$ cat src/rtl/frame_align_pkg.sv
package frame_align_pkg;

    typedef enum logic [1:0] {
        ST_SEARCH   = 2'd0,
        ST_RST_HOLD = 2'd1,
        ST_CLK_HOLD = 2'd2,
        ST_LOCKED   = 2'd3
    } align_state_e;

    // Pulse classification for one cycle
    typedef struct packed {
        logic all_hit;   // every channel pulsed
        logic part_hit;  // some, but not all, channels pulsed
    } coinc_t;

    function automatic int max3(input int a, input int b, input int c);
        int m;
        m = (a > b) ? a : b;
        return (m > c) ? m : c;
    endfunction

    function automatic int cnt_width(input int a, input int b, input int c);
        return $clog2(max3(a, b, c) + 1);
    endfunction

endpackage

$ cat src/rtl/fa_pulse_tracker.sv
module fa_pulse_tracker
    import frame_align_pkg::*;
#(
    parameter int NUM_CH = 4
) (
    input  logic              clk,
    input  logic              rst,
    input  logic              en,
    input  logic              clear,
    input  logic              accum,
    input  logic [NUM_CH-1:0] fp_in,
    output coinc_t            hit,
    output logic [NUM_CH-1:0] seen
);

    assign hit.all_hit  = &fp_in;
    assign hit.part_hit = (|fp_in) & ~(&fp_in);

    for (genvar i = 0; i < NUM_CH; i++) begin : g_ch
        always_ff @(posedge clk) begin
            if (rst) begin
                seen[i] <= 1'b0;
            end else if (en) begin
                if (clear)
                    seen[i] <= 1'b0;
                else if (accum && fp_in[i])
                    seen[i] <= 1'b1;
            end
        end
    end

endmodule

$ cat src/rtl/fa_window_counter.sv
module fa_window_counter #(
    parameter int CW      = 15,
    parameter int INIT_VAL = 100
) (
    input  logic          clk,
    input  logic          rst,
    input  logic          en,
    input  logic          load,
    input  logic [CW-1:0] load_val,
    output logic          last
);

    localparam logic [CW-1:0] INIT_W = CW'(INIT_VAL);
    localparam logic [CW-1:0] ONE_W  = CW'(1);

    logic [CW-1:0] cnt;

    always_ff @(posedge clk) begin
        if (rst) begin
            cnt <= INIT_W;
        end else if (en) begin
            if (load)
                cnt <= load_val;
            else if (cnt != '0)
                cnt <= cnt - ONE_W;
        end
    end

    // Final cycle of the current window
    assign last = (cnt == ONE_W);

endmodule

$ cat src/rtl/fa_seq_fsm.sv
module fa_seq_fsm
    import frame_align_pkg::*;
#(
    parameter int TIMEOUT_CYC  = 19440,
    parameter int RST_HOLD_CYC = 16,
    parameter int CLK_HOLD_CYC = 16,
    parameter int CW           = 15
) (
    input  logic          clk,
    input  logic          rst,
    input  logic          en,
    input  coinc_t        hit,
    input  logic          last,
    output align_state_e  state,
    output logic          load,
    output logic [CW-1:0] load_val,
    output logic          clear_seen
);

    localparam logic [CW-1:0] LV_WIN = CW'(TIMEOUT_CYC);
    localparam logic [CW-1:0] LV_RST = CW'(RST_HOLD_CYC);
    localparam logic [CW-1:0] LV_CLK = CW'(CLK_HOLD_CYC);

    align_state_e nxt;

    always_comb begin
        nxt        = state;
        load       = 1'b0;
        load_val   = LV_WIN;
        clear_seen = 1'b0;
        if (en) begin
            unique case (state)
                ST_SEARCH: begin
                    if (hit.all_hit) begin
                        nxt  = ST_LOCKED;
                        load = 1'b1;
                    end else if (last) begin
                        nxt      = ST_RST_HOLD;
                        load     = 1'b1;
                        load_val = LV_RST;
                    end
                end
                ST_RST_HOLD: begin
                    if (last) begin
                        nxt      = ST_CLK_HOLD;
                        load     = 1'b1;
                        load_val = LV_CLK;
                    end
                end
                ST_CLK_HOLD: begin
                    if (last) begin
                        nxt        = ST_SEARCH;
                        load       = 1'b1;
                        clear_seen = 1'b1;
                    end
                end
                ST_LOCKED: begin
                    if (hit.all_hit) begin
                        load = 1'b1;
                    end else if (hit.part_hit || last) begin
                        nxt        = ST_SEARCH;
                        load       = 1'b1;
                        clear_seen = 1'b1;
                    end
                end
                default: nxt = ST_SEARCH;
            endcase
        end
    end

    always_ff @(posedge clk) begin
        if (rst)
            state <= ST_SEARCH;
        else
            state <= nxt;
    end

endmodule

$ cat src/rtl/frame_align_rstctl.sv
module frame_align_rstctl
    import frame_align_pkg::*;
#(
    parameter int NUM_CH       = 4,
    parameter int TIMEOUT_CYC  = 19440,
    parameter int RST_HOLD_CYC = 16,
    parameter int CLK_HOLD_CYC = 16
) (
    input  logic              clk,
    input  logic              rst,
    input  logic              clk_en,
    input  logic [NUM_CH-1:0] fp_in,
    output logic              sync_rst_n,
    output logic              clk_run,
    output logic              aligned,
    output logic [NUM_CH-1:0] pulse_seen
);

    localparam int CW = cnt_width(TIMEOUT_CYC, RST_HOLD_CYC, CLK_HOLD_CYC);

    align_state_e  state;
    coinc_t        hit;
    logic          last;
    logic          load;
    logic [CW-1:0] load_val;
    logic          clear_seen;

    fa_pulse_tracker #(.NUM_CH(NUM_CH)) u_track (
        .clk   (clk),
        .rst   (rst),
        .en    (clk_en),
        .clear (clear_seen),
        .accum (state == ST_SEARCH),
        .fp_in (fp_in),
        .hit   (hit),
        .seen  (pulse_seen)
    );

    fa_window_counter #(.CW(CW), .INIT_VAL(TIMEOUT_CYC)) u_win (
        .clk      (clk),
        .rst      (rst),
        .en       (clk_en),
        .load     (load),
        .load_val (load_val),
        .last     (last)
    );

    fa_seq_fsm #(
        .TIMEOUT_CYC  (TIMEOUT_CYC),
        .RST_HOLD_CYC (RST_HOLD_CYC),
        .CLK_HOLD_CYC (CLK_HOLD_CYC),
        .CW           (CW)
    ) u_fsm (
        .clk        (clk),
        .rst        (rst),
        .en         (clk_en),
        .hit        (hit),
        .last       (last),
        .state      (state),
        .load       (load),
        .load_val   (load_val),
        .clear_seen (clear_seen)
    );

    assign sync_rst_n = (state != ST_RST_HOLD);
    assign clk_run    = (state == ST_SEARCH) || (state == ST_LOCKED);
    assign aligned    = (state == ST_LOCKED);

endmodule

$ cat config.mk
export PLATFORM = sky130hd
export DESIGN_NAME = frame_align_rstctl
export DESIGN_NICKNAME = d
export VERILOG_FILES = /design/src/rtl/frame_align_pkg.sv /design/src/rtl/fa_pulse_tracker.sv /design/src/rtl/fa_window_counter.sv /design/src/rtl/fa_seq_fsm.sv /design/src/rtl/frame_align_rstctl.sv
export SDC_FILE = /design/constraint.sdc
export NUM_CORES = 1
export LEC_CHECK = 0
export ABC_AREA = 1
export ABC_CLOCK_PERIOD_IN_PS = 4200
export BUFFER_PORTS_ARGS = -buffer_cell sky130_fd_sc_hd__clkbuf_2
export CAP_MARGIN = 30
export CORE_ASPECT_RATIO = 0.5
export CORE_MARGIN = 3
export CORE_UTILIZATION = 30
export DETAILED_ROUTE_END_ITERATION = 7
export PLACE_DENSITY_LB_ADDON = 0.12
export SYNTH_ARGS = -nofsm -noshare
export SYNTH_HDL_FRONTEND = slang
export SYNTH_HIERARCHICAL = 1
export SYNTH_SLANG_ARGS = --single-unit
$ cat constraint.sdc
create_clock -name clk -period 4.2 [get_ports clk]
set_clock_uncertainty 0.05 [all_clocks]
set_input_delay 0.42 -clock clk [delete_from_list [all_inputs] [get_ports clk]]
set_output_delay 0.42 -clock clk [all_outputs]
set_load 0.01 [all_outputs]
==> impl_metrics.tcl <==
set metrics [dict create \
    setup-violations-final 0 \
    p_leak_nw 0.811 \
    crit_slowest_cell "nor4_1" \
    rrSetupSlack_ps 950 \
    worst_slew_pin_slew_ps 915 \
    cts_tree "yes" \
    wl_per_cell_um 11.1 \
    row_count 18 \
    avgViaCountPerCell 4.54 \
    gp_congestion 0.794 \
    max_slew_margin_pct 38.3 \
    wl_um 3730 \
    clock-sinks 21 \
    status "completed" \
    die_w_um 114 \
    cts_hold_buf 0 \
    critPathLaunch "u_win/cnt[10]" \
    cts_htree_levels 1 \
    pwr_density_cell_mw_per_mm2 320 \
    crit_end "u_win/cnt[2]" \
    maxCapViolations 0 \
    r2r-end "u_win/cnt[2]" \
    clock.fmax_mhz 308 \
    crit_chain "nor2_1 -> nand2_1 -> nor4_1 -> nand2_1 -> o31ai_1 -> buf_4 -> inv_1 -> nand3_4 -> nand2_4 -> inv_1 -> o21ai_0 -> a21oi_2" \
    syn_avg_cell_area_um2 6.60 \
    grt_max_degree 24 \
    initialDrtViolationCount 87 \
    final_common_cell "nand2_1" \
    first_pass_iters 4 \
    cts_buffer_depth 2 \
    place_ws_ps 991 \
    arrival_ps 3400 \
    ys_ff_latch 21 \
    min-delay-path-class "in -> reg" \
    post_cts_buffers 0 \
    vdd_drop_max_mv 0.164 \
    antenna_left 0 \
    dieHeight_um 59.8 \
    dieArea_mm2 0.00679 \
    grt_pass1_wl_um 6510 \
    crit_required_ps 4350 \
    path_depth 12 \
    cts.clk_slew.worst_paths_ps 60 \
    ys_warn_count 6 \
    n_antenna_cell 0 \
    hold_depth 3 \
    drcViolationCount 0 \
    clockRootBuffer "clkbuf_16" \
    rsz0062_at_grt "false" \
    post-dp-hpwl_um 2860 \
    antenna_found_initial 0 \
    fin_crit_sh_pct 77.4 \
    finalHoldViolations 0 \
    crit_path_max_incr_delay_ps 670 \
    reg2reg_from "u_win/cnt[10]" \
    cts_made_buffers 3 \
    p_total_w 0.000589 \
    fill_cells 601 \
    overflow 0 \
    fin_nets 284 \
    yosysSeqAreaShare_pct 24.2 \
    yosysTopAreaCellShare_pct 24.2 \
    area_growth_pct 6.20 \
    syn_area_mm2 0.00174 \
    synthArstFlopShare_pct 0 \
    coreArea_mm2 0.00525 \
    crit_type "reg -> reg" \
    critPathCaptureType "flip-flop" \
    hold_ws_ps 387 \
    drive_above_1_share_pct 17.2 \
    cp_max_fo 23 \
    fin_setup_tns_ps 0 \
    synth_top_cell_by_area "dfxtp_1" \
    ff2ff_path_depth 12 \
    maxSlewViolCount 0 \
    crit_family "simple AND/OR/NAND/NOR gates" \
    synthCells 263 \
    synth_cell_types 33 \
    finalCriticalPeriod_ps 3250 \
    initial_utilization_pct 33.1 \
    seqCellArea_um2 420 \
    multi_input_area_mm2 0.00105 \
    grt.total_usage_pct 12.0 \
    portBuffers 13 \
    cp-start-kind "flip-flop" \
    layout_common_cells "nand2_1 (55), inv_1 (33), nor2_1 (29), dfxtp_1 (21), a21oi_1 (17)" \
    synthFlopType "dfxtp_1" \
    cts_resized 0 \
    routed-via-count 1531 \
    path_buf_inv 3 \
    worst_slack_ps 950 \
    clk_latency_ps 260 \
    yosys-top-cells-area "dfxtp_1 (24%), nand2_1 (12%), inv_1 (7.1%)" \
    synth_edf_count 0 \
    ios 14 \
    grt_pass1_vias 1473 \
]
[power breakdown]
| group | internal (W) | total [W] | switching, W |
|---|---|---|---|
| sequential | 0.000216 | 0.000233 | 0.0000165 |
| combinational | 0.0000549 | 0.000148 | 0.0000930 |
| clock | 0.000128 | 0.000209 | 0.0000807 |
[cells in the mapped netlist, types with 2 or more instances]
| cell type | number |
|---|---|
| nand2_4 | 2 |
| ha_1 | 9 |
| conb_1 | 2 |
| clkbuf_1 | 2 |
| nor2_4 | 5 |
| nand2_1 | 55 |
| nor2_2 | 3 |
| o21ai_1 | 6 |
| dfxtp_1 | 21 |
| nand3_1 | 16 |
| nor2_1 | 29 |
| nand3_4 | 2 |
| o21ai_0 | 15 |
| nand3b_1 | 3 |
| inv_1 | 33 |
| a21oi_2 | 6 |
| buf_4 | 14 |
| nand2_2 | 8 |
| nor3_1 | 2 |
| a21oi_1 | 17 |
[per-layer routing]
layer	track usage (%)	wire length (µm)	part of all wire [%]	up-vias
li1	-	-	-	821
met1	15.2	1940	52	690
met2	20.8	1630	44	15
met3	2.83	117	3.1	5
met4	3.60	38	1.0	0
met5	0	0	0	-
[worst min-delay path by stage]
stage                         start               to
floorplan             u_win/cnt[14]    u_win/cnt[14]
global placement    u_track/seen[0]  u_track/seen[0]
detailed placement  u_track/seen[1]  u_track/seen[1]
CTS                        fp_in[3]  u_track/seen[3]
global route               fp_in[3]  u_track/seen[3]
finish                     fp_in[3]  u_track/seen[3]
[registers in the layout, summed over array words and instances, names as in the netlist]
name,count
u_win/cnt,15
u_track/seen,4
u_fsm/state,2
[worst min-delay path, delay by kind of cell]
kind / cells / cell delay, ps
buf+inv: 1 / 100
compound gates: 1 / 60
simple gates: 1 / 70
[per-stage QoR]
step	utilization (%)	std cells	instance area (µm²)
after global routing	35.1	337	1840
after floorplan	-	269	1760
final	35.1	337	1840
after CTS	35.1	337	1840
after global placement	33.6	333	1760
after detailed placement	33.6	333	1760
[kinds of logic (layout without fill, tap and decap cells)]
group,Yosys count,count (layout),synth area share (%)
compound gates,48,48,15.8
xor+xnor,1,1,0.505
fa+ha+maj,9,9,6.49
buf+inv,54,52,16.3
flops,21,21,24.2
other cells,2,8,0.433
simple gates,128,128,36.3
[cell type report]
type / count / area share (%)
Tap cell: 70 / 4.75
Inverter: 34 / 6.92
Clock buffer: 3 / 4.07
Sequential cell: 21 / 22.8
Clock inverter: 1 / 0.272
Timing Repair Buffer: 14 / 3.94
Multi-Input combinational cell: 194 / 57.2
(Power assumes the default switching activity.)
